File: src/rtl/thm_pkg.sv
package thm_pkg;
   typedef enum logic [1:0] {
      ACT_FWD   = 2'd0,
      ACT_TRACE = 2'd1,
      ACT_DROP  = 2'd2
   } act_e;
endpackage

File: src/rtl/thm_word_track.sv
module thm_word_track #(
   parameter int WIN_WORDS = 5,
   parameter int IDX_W     = 3
) (
   input  logic             clk,
   input  logic             rst_n,
   input  logic             rx_valid,
   input  logic             rx_sop,
   input  logic             rx_eop,
   output logic             word_fire,
   output logic             first,
   output logic [IDX_W-1:0] cur_idx,
   output logic             decide
);
   logic             in_pkt;
   logic             done;
   logic [IDX_W-1:0] word_idx;

   assign first     = rx_valid && rx_sop;
   assign cur_idx   = rx_sop ? '0 : word_idx;
   assign word_fire = first || (rx_valid && in_pkt && !done);
   assign decide    = word_fire && (rx_eop || (cur_idx == IDX_W'(WIN_WORDS-1)));

   always_ff @(posedge clk or negedge rst_n) begin
      if (!rst_n) begin
         in_pkt   <= 1'b0;
         done     <= 1'b0;
         word_idx <= '0;
      end else if (rx_valid && (rx_sop || in_pkt)) begin
         in_pkt <= !rx_eop;
         done   <= rx_sop ? decide : (done || decide);
         if (word_fire && !decide)
            word_idx <= cur_idx + 1'b1;
      end
   end
endmodule

File: src/rtl/thm_entry_cmp.sv
module thm_entry_cmp #(
   parameter int DATA_W    = 32,
   parameter int WIN_BITS  = 160,
   parameter int WIN_WORDS = 5,
   parameter int IDX_W     = 3
) (
   input  logic                clk,
   input  logic                rst_n,
   input  logic                word_fire,
   input  logic                first,
   input  logic [IDX_W-1:0]    cur_idx,
   input  logic [DATA_W-1:0]   rx_data,
   input  logic [WIN_BITS-1:0] value,
   input  logic [WIN_BITS-1:0] mask,
   output logic                hit
);
   logic [DATA_W-1:0] val_sl [WIN_WORDS];
   logic [DATA_W-1:0] msk_sl [WIN_WORDS];
   logic [DATA_W-1:0] val_cur;
   logic [DATA_W-1:0] msk_cur;
   logic              run_ok;
   logic              word_ok;

   for (genvar k = 0; k < WIN_WORDS; k++) begin : g_slice
      assign val_sl[k] = value[WIN_BITS-1-k*DATA_W -: DATA_W];
      assign msk_sl[k] = mask [WIN_BITS-1-k*DATA_W -: DATA_W];
   end

   always_comb begin
      val_cur = '0;
      msk_cur = '0;
      for (int k = 0; k < WIN_WORDS; k++) begin
         if (cur_idx == IDX_W'(k)) begin
            val_cur = val_sl[k];
            msk_cur = msk_sl[k];
         end
      end
   end

   assign word_ok = ((rx_data ^ val_cur) & msk_cur) == '0;
   assign hit     = (first || run_ok) && word_ok;

   always_ff @(posedge clk or negedge rst_n) begin
      if (!rst_n)
         run_ok <= 1'b0;
      else if (word_fire)
         run_ok <= hit;
   end
endmodule

File: src/rtl/thm_action_resolve.sv
module thm_action_resolve
   import thm_pkg::*;
#(
   parameter int N_ENTRY = 4,
   parameter int PORT_W  = 3
) (
   input  logic               clk,
   input  logic               rst_n,
   input  logic               decide,
   input  logic [N_ENTRY-1:0] hits,
   input  logic [N_ENTRY-1:0] entry_en,
   input  logic [N_ENTRY-1:0] entry_drop,
   input  logic               trace_en,
   input  logic [PORT_W-1:0]  trace_port,
   output logic               dec_valid,
   output act_e               dec_action,
   output logic [PORT_W-1:0]  dec_port
);
   logic [N_ENTRY-1:0] live;
   logic               any_drop;
   logic               any_trace;
   act_e               verdict;

   assign live      = hits & entry_en & {N_ENTRY{trace_en}};
   assign any_drop  = |(live & entry_drop);
   assign any_trace = |(live & ~entry_drop);

   always_comb begin
      if (any_drop)       verdict = ACT_DROP;
      else if (any_trace) verdict = ACT_TRACE;
      else                verdict = ACT_FWD;
   end

   always_ff @(posedge clk or negedge rst_n) begin
      if (!rst_n) begin
         dec_valid  <= 1'b0;
         dec_action <= ACT_FWD;
         dec_port   <= '0;
      end else begin
         dec_valid <= decide;
         if (decide) begin
            dec_action <= verdict;
            dec_port   <= (verdict == ACT_TRACE) ? trace_port : '0;
         end
      end
   end
endmodule

File: src/rtl/trace_head_matcher.sv
module trace_head_matcher
   import thm_pkg::*;
#(
   parameter int DATA_W   = 32,
   parameter int WIN_BITS = 160,
   parameter int N_ENTRY  = 4,
   parameter int N_PORTS  = 8,
   localparam int WIN_WORDS = WIN_BITS / DATA_W,
   localparam int IDX_W     = $clog2(WIN_WORDS + 1),
   localparam int PORT_W    = $clog2(N_PORTS)
) (
   input  logic                        clk,
   input  logic                        rst_n,
   input  logic                        rx_valid,
   input  logic                        rx_sop,
   input  logic                        rx_eop,
   input  logic [DATA_W-1:0]           rx_data,
   input  logic                        cfg_trace_en,
   input  logic [N_ENTRY-1:0]          cfg_entry_en,
   input  logic [N_ENTRY-1:0]          cfg_entry_drop,
   input  logic [N_ENTRY*WIN_BITS-1:0] cfg_value,
   input  logic [N_ENTRY*WIN_BITS-1:0] cfg_mask,
   input  logic [PORT_W-1:0]           cfg_trace_port,
   output logic                        dec_valid,
   output logic [1:0]                  dec_action,
   output logic [PORT_W-1:0]           dec_trace_port
);
   if (WIN_BITS % DATA_W != 0) begin : g_bad_win
      $error("window width must be a whole number of words");
   end
   if (WIN_WORDS < 2) begin : g_bad_depth
      $error("window must span at least two words");
   end
   if (N_ENTRY < 1) begin : g_bad_entry
      $error("at least one comparison entry is needed");
   end
   if (N_PORTS < 2) begin : g_bad_ports
      $error("trace port index needs at least two ports");
   end

   logic               word_fire;
   logic               first;
   logic [IDX_W-1:0]   cur_idx;
   logic               decide;
   logic [N_ENTRY-1:0] hits;
   act_e               act_q;

   thm_word_track #(.WIN_WORDS(WIN_WORDS), .IDX_W(IDX_W)) i_track (
      .clk(clk), .rst_n(rst_n), .rx_valid(rx_valid), .rx_sop(rx_sop),
      .rx_eop(rx_eop), .word_fire(word_fire), .first(first),
      .cur_idx(cur_idx), .decide(decide)
   );

   for (genvar e = 0; e < N_ENTRY; e++) begin : g_entry
      thm_entry_cmp #(
         .DATA_W(DATA_W), .WIN_BITS(WIN_BITS),
         .WIN_WORDS(WIN_WORDS), .IDX_W(IDX_W)
      ) i_cmp (
         .clk(clk), .rst_n(rst_n), .word_fire(word_fire), .first(first),
         .cur_idx(cur_idx), .rx_data(rx_data),
         .value(cfg_value[e*WIN_BITS +: WIN_BITS]),
         .mask(cfg_mask[e*WIN_BITS +: WIN_BITS]),
         .hit(hits[e])
      );
   end

   thm_action_resolve #(.N_ENTRY(N_ENTRY), .PORT_W(PORT_W)) i_resolve (
      .clk(clk), .rst_n(rst_n), .decide(decide), .hits(hits),
      .entry_en(cfg_entry_en), .entry_drop(cfg_entry_drop),
      .trace_en(cfg_trace_en), .trace_port(cfg_trace_port),
      .dec_valid(dec_valid), .dec_action(act_q), .dec_port(dec_trace_port)
   );

   assign dec_action = act_q;
endmodule

File: config.mk
export PLATFORM = sky130hd
export DESIGN_NAME = trace_head_matcher
export DESIGN_NICKNAME = d
export VERILOG_FILES = /design/src/rtl/thm_pkg.sv /design/src/rtl/thm_word_track.sv /design/src/rtl/thm_entry_cmp.sv /design/src/rtl/thm_action_resolve.sv /design/src/rtl/trace_head_matcher.sv
export SDC_FILE = /design/constraint.sdc
export NUM_CORES = 1
export LEC_CHECK = 0
export ABC_AREA = 0
export BUFFER_PORTS_ARGS = -buffer_cell sky130_fd_sc_hd__buf_4
export CAP_MARGIN = 15
export CORE_AREA = 5 5 524 526
export DETAILED_ROUTE_END_ITERATION = 8
export DIE_AREA = 0 0 529 531
export HOLD_SLACK_MARGIN = 0.02
export PLACE_DENSITY = 0.3
export SLEW_MARGIN = 10
export SYNTH_ARGS = -nofsm -noshare
export SYNTH_HDL_FRONTEND = slang
export SYNTH_SLANG_ARGS = --single-unit
File: constraint.sdc
create_clock -name clk -period 4 [get_ports clk]
set_input_delay 0.8 -clock clk [delete_from_list [all_inputs] [get_ports clk]]
set_output_delay 0.8 -clock clk [all_outputs]
set_load 0.05 [all_outputs]
======== Yosys cells after proc, flatten, opt, wreduce, memory -nomap -nowiden ========
Cells that the tools add are included.
storage, ports and cells
  register bits after elaboration ......... 15
  output and inout bits ................... 6
  word-level logic and storage cells ...... 103
cells by class
  add/sub/neg operators ................... 1
  equal/unequal tests ..................... 5
  multiplexer cells ....................... 45
  bitwise gates (word level) .............. 13
  reduce and logical (&&, ||, !) cells .... 29
operators with widths
  cell                                                                    number
  32-bit two-way mux                                                      40
  32-bit bitwise AND                                                      4
  32-bit logical NOT                                                      4
  32-bit XOR                                                              4
  4-bit bitwise AND                                                       4
  1-bit logical AND                                                       10
  1-bit logical OR                                                        8
  4-bit OR reduction                                                      2
  3-bit by 2-bit equality test with 1-bit output (second input constant)  2
  3-bit two-way mux                                                       2
  4-bit NOT                                                               1
  3-bit by 1-bit adder with 3-bit output (second input constant)          1
  3-bit by 1-bit equality test with 1-bit output (second input constant)  1
  3-bit equality test (second input constant)                             1
  1-bit logical NOT                                                       3
  3-bit logical NOT                                                       1
  2-bit by 1-bit equality test with 1-bit output (second input constant)  1
  1-bit two-way mux                                                       2
  2-bit two-way mux                                                       1
  2-bit AND reduction                                                     1

======== Logic depth before layout (Yosys ltp) ========
  depth in word-level cells ............... 19
  depth in mapped cells ................... 20

======== Cells and area by module ========
Synthesis repeated with hierarchy kept, for this count alone.
unflattened totals
  cells, all modules ...................... 1681
  area total of the unflattened synthesis .. 13241.4 um2
modules (own cells, without submodules)
  module              times used  cells an instance  area an instance (um2)
  thm_entry_cmp       4           405                3145.5
  thm_action_resolve  1           28                 345.3
  thm_word_track      1           33                 314.1

======== Least setup slack after synthesis ========
Ideal clock, no wire load.
  path kind ............................... input to register
  start ................................... input port rx_sop
  end ..................................... register i_resolve.dec_port[0]
  library setup time ...................... 104 ps
  arrival time ............................ 4203 ps
  data required time ...................... 3896 ps
  slack ................................... -307 ps
  stages .................................. 18
  path through ............................ buf_2 -> nor2b_1 -> clkinv_1 -> clkbuf_1 -> ha_1 -> inv_1 -> clkbuf_1 -> clkbuf_1 -> clkbuf_1 -> o31a_1 -> o22ai_1 -> o32ai_1 -> nand3b_1 -> nand4_1 -> nor4_1 -> nand3_1 -> and4b_4 -> o41ai_2
between the ends
  cells in the longest elaborated chain, start to end .. 19
  elaborated cells on any way between the ends .. 80
  classes of those cells .................. eq/ne: 5; mux: 44; bitwise: 12; reduce/logical: 19
ends and longest elaborated chain
  what                                            line                      source
  start: declaration                              trace_head_matcher.sv:15  input logic rx_sop,
  3-bit two-way mux                               thm_word_track.sv:20      assign cur_idx = rx_sop ? '0 : word_idx;
  3-bit logical NOT                               thm_entry_cmp.sv:33       if (cur_idx == IDX_W'(k)) begin
  32-bit two-way mux (5 in a row)                 thm_entry_cmp.sv:33
  32-bit XOR                                      thm_entry_cmp.sv:40       assign word_ok = ((rx_data ^ val_cur) & msk_cur) == '0;
  32-bit bitwise AND                              thm_entry_cmp.sv:40
  32-bit logical NOT                              thm_entry_cmp.sv:40
  1-bit logical AND                               thm_entry_cmp.sv:41       assign hit = (first || run_ok) && word_ok;
  4-bit bitwise AND (2 in a row)                  thm_action_resolve.sv:24  assign live = hits & entry_en & {N_ENTRY{trace_en}};
  4-bit bitwise AND                               thm_action_resolve.sv:26  assign any_trace = |(live & ~entry_drop);
  4-bit OR reduction                              thm_action_resolve.sv:26
  1-bit two-way mux                               thm_action_resolve.sv:30  else if (any_trace) verdict = ACT_TRACE;
  2-bit two-way mux                               thm_action_resolve.sv:29  if (any_drop) verdict = ACT_DROP;
  2-bit by 1-bit equality test with 1-bit output  thm_action_resolve.sv:43  dec_port <= (verdict == ACT_TRACE) ? trace_port : '0;
  3-bit two-way mux                               thm_action_resolve.sv:43
  end signal: assignment                          thm_action_resolve.sv:43
  end: declaration                                thm_action_resolve.sv:17  output logic [PORT_W-1:0] dec_port
Parallel ways exist; a longest one is shown, timed or not.
A chain may end at the register's enable or synchronous reset.

======== Worst setup path after layout ========
  start ................................... input port rx_sop
  end ..................................... register i_resolve.dec_port[2]
Same word-level chain as after synthesis.

==> metrics.cfg <==
[outcome]
status=complete, but fails checks
violations=setup timing

[timing]
hold-worst-slack_ns=0.415
period_needed_ns=4.56
fin_skew_ns=0.00392
finalWorstSetupSlack_ns=-0.555
fmax_ghz=0.220
relSlewSlack=0.310
rsz0062_at_grt=true
tightest_slew_ns=1.02
period_share=1.14
setup_violations=9
hold_viol=0
finalMaxSlewViolations=0

[logic_synthesis]
syn_area_mm2=0.0142
yosysTopAreaCellShare=0.180
seq_area_frac_synth=0.0265
synth_edf_count=0
synth_commonest_cells=a21oi_1 (510), nor2_1 (364), nand2_1 (228), o21ai_0 (135), clkbuf_1 (130)
async_reset_ff_frac=1.00
yosysWarnings=0
synth_most_common_cell=a21oi_1
synth_flop_cell=dfrtp_1
synth_top_area_cell=a21oi_1
ys_top_cells_by_area=a21oi_1 (18%), nor2_1 (9.7%), o31a_1 (6.8%)
syn-num-nets=3806
syn-instance-count=2474
synthDistinctLibCells=72
ys_ff_latch=15
syn_area_per_cell_um2=5.72

[setup_path]
endpoint_kind=flop
r2r-end=i_resolve.dec_port[2]
reg2reg_slack_ns=-0.39
r2r_start=i_track.word_idx[1]
critPathArrivalTime_ns=4.70
rr_worst_depth=15
cp_max_fo=79
cp-start-kind=input pin
required_ns=4.15
worstSetupPathType=input pin to flop

[pwr]
clkPwrFrac=0.017
power_switching_mw=7.05
vdd_drop_max_uv=138
comb_power_share=0.969
p_seq_frac=0.015
p_total_mw=12.3
powerDensity_mw_per_mm2=355
p_leak_nw=15.0
internal_power_mw=5.29
switching_share=0.572

[cts]
numCtsBuffers=3
cts_tree=built
clk_path_buf_depth=2
clk_latency_ns=0.25
clockRootBuffer=clkbuf_16
cts.reportedPaths.clkPinSlew_ns=0.05
cts.sinks=15
htree_levels=1

[finish]
fin_nets=5420
drive_gt1_frac=0.503
syn_to_final_growth_pct=146
fillers=31600
utilization=0.129
finalNonFillerCells=7704

[job]
cap_violations=0

[floorplanning]
die_h_um=531
die_x_um=529
ioPinCount=1335
core_area_mm2=0.270
die_area_mm2=0.281
initial_core_util=0.0525
rows=191

[drt]
viasPerCell=3.79
drt-pass1-iter-count=5
antenna_left=0
vias=29200
drt_iter0_drc=1948
drc_errors=0
detail_route.wl_per_cell_um=37.0
route.final.wire_length_um=285000

[placed_design]
globalplace.congestion=0.900
numPortBuffers=1334
post-dp-hpwl_um=247000
post-place-ws_ns=-1.77
placed_cells=7561

[global_route]
grt_max_degree=94
grt_pass1_vias=29800
grt_pass1_wl_um=346000
antenna_found_initial=180
grt_usage=0.190
gr-total-overflow=0

[worst_hold_path]
hold_path_class=input pin to async pin

[layer usage]
metal	GRT usage	vias up	wire (µm)
li1	-	12800	-
met1	0.226	14300	114000
met2	0.339	1611	139000
met3	0.0590	338	24900
met4	0.0319	130	6360
met5	0	-	892
[area by class of cell]
| type | count | area, µm² | area share |
|---|---|---|---|
| inverter | 46 | 200 | 0.00576 |
| tap | 3570 | 4470 | 0.129 |
| timing repair buffer | 1882 | 16100 | 0.462 |
| sequential | 15 | 375 | 0.0108 |
| clock buffer | 4 | 78.8 | 0.00227 |
| multi-input combinational | 2140 | 13400 | 0.387 |
| antenna | 47 | 118 | 0.00338 |
[cells by family after synthesis]
logic type	synth area share
buf+inv	0.0995
compound gates	0.601
mux	0.00141
flops	0.0265
xor+xnor	0.0186
simple gates	0.250
fa+ha+maj	0.00265
[worst max-delay path by stage]
stage                     slack (ns)    from                    end  cells past startpoint
after floorplan                0.001  rx_sop  i_resolve.dec_port[0]                     16
after global placement         -1.87  rx_sop  i_resolve.dec_port[2]                     19
after detailed placement       -1.77  rx_sop  i_resolve.dec_port[2]                     18
after CTS                      -0.71  rx_sop  i_resolve.dec_port[2]                     19
after global routing           -0.64  rx_sop  i_resolve.dec_port[2]                     20
final                          -0.56  rx_sop  i_resolve.dec_port[2]                     16
[timing repair]
| action | 4_1_cts | 5_1_grt |
|---|---|---|
| buffers inserted | 70 | 11 |
| gates cloned | 16 | 3 |
| hold buffers | 0 | 0 |
| pin swaps | 41 | 22 |
| setup endpoints to repair | 9 | 9 |
| gates resized for setup | 191 | 69 |
[power groups by stage]
stage          Clock [mW]  Sequential [mW]  Combinational (mW)
4_1_cts             0.212            0.182                12.1
5_1_grt             0.220            0.185                12.7
6_report            0.206            0.182                11.9
2_1_floorplan           0            0.191                3.77
3_3_place_gp            0            0.184                11.3
3_5_place_dp            0            0.183                11.2
[worst max-delay path, cell delays in order]
cell	delay [ns]
buf_12	0.12
buf_4	0.15
or4b_4	0.55
buf_12	0.17
buf_12	0.17
nand2_1	0.29
o22ai_1	0.18
o32ai_1	0.31
nand3b_1	0.16
buf_4	0.11
nand4_1	0.40
nor4_2	0.36
buf_4	0.20
nand3_1	0.08
and4b_4	0.23
o41ai_2	0.21
[placed cells by master (no fill, tap or decap), types with 9 or more instances in the layout]
master        n
o211ai_1     27
o22ai_1      94
nor2_1      362
a211oi_2     32
buf_16       21
o31ai_2      22
a21o_1       15
nand3_1      46
a21oi_2      16
o32a_1       31
buf_12       88
nand4_1      24
o31a_1      110
o31ai_1      59
buf_6        28
buf_4      1728
inv_1        39
dfrtp_1      15
a221oi_1     10
xnor2_1      24
nand3b_1     44
o21ai_0     129
o21a_1       18
o32ai_1      68
a211oi_1     78
nand2_1     218
bufbuf_16     9
a21oi_1     492
diode_2      47
nor3_1       29
[through the flow]
step	setup TNS, ns	area (µm²)
after floorplan	0	14200
after global placement	-14.07	32000
after detailed placement	-13.46	32100
after CTS	-3.83	34100
after global routing	-3.78	34700
final	-3.10	34800
[registers in the layout, indices dropped and copies added, names as in the netlist]
signal / count
i_resolve.dec_port: 3
i_track.in_pkt: 1
g_entry.i_cmp.run_ok: 4
i_resolve.dec_valid: 1
i_resolve.dec_action: 2
i_track.word_idx: 3
i_track.done: 1
Note: power is estimated with default switching activity, not from simulation.
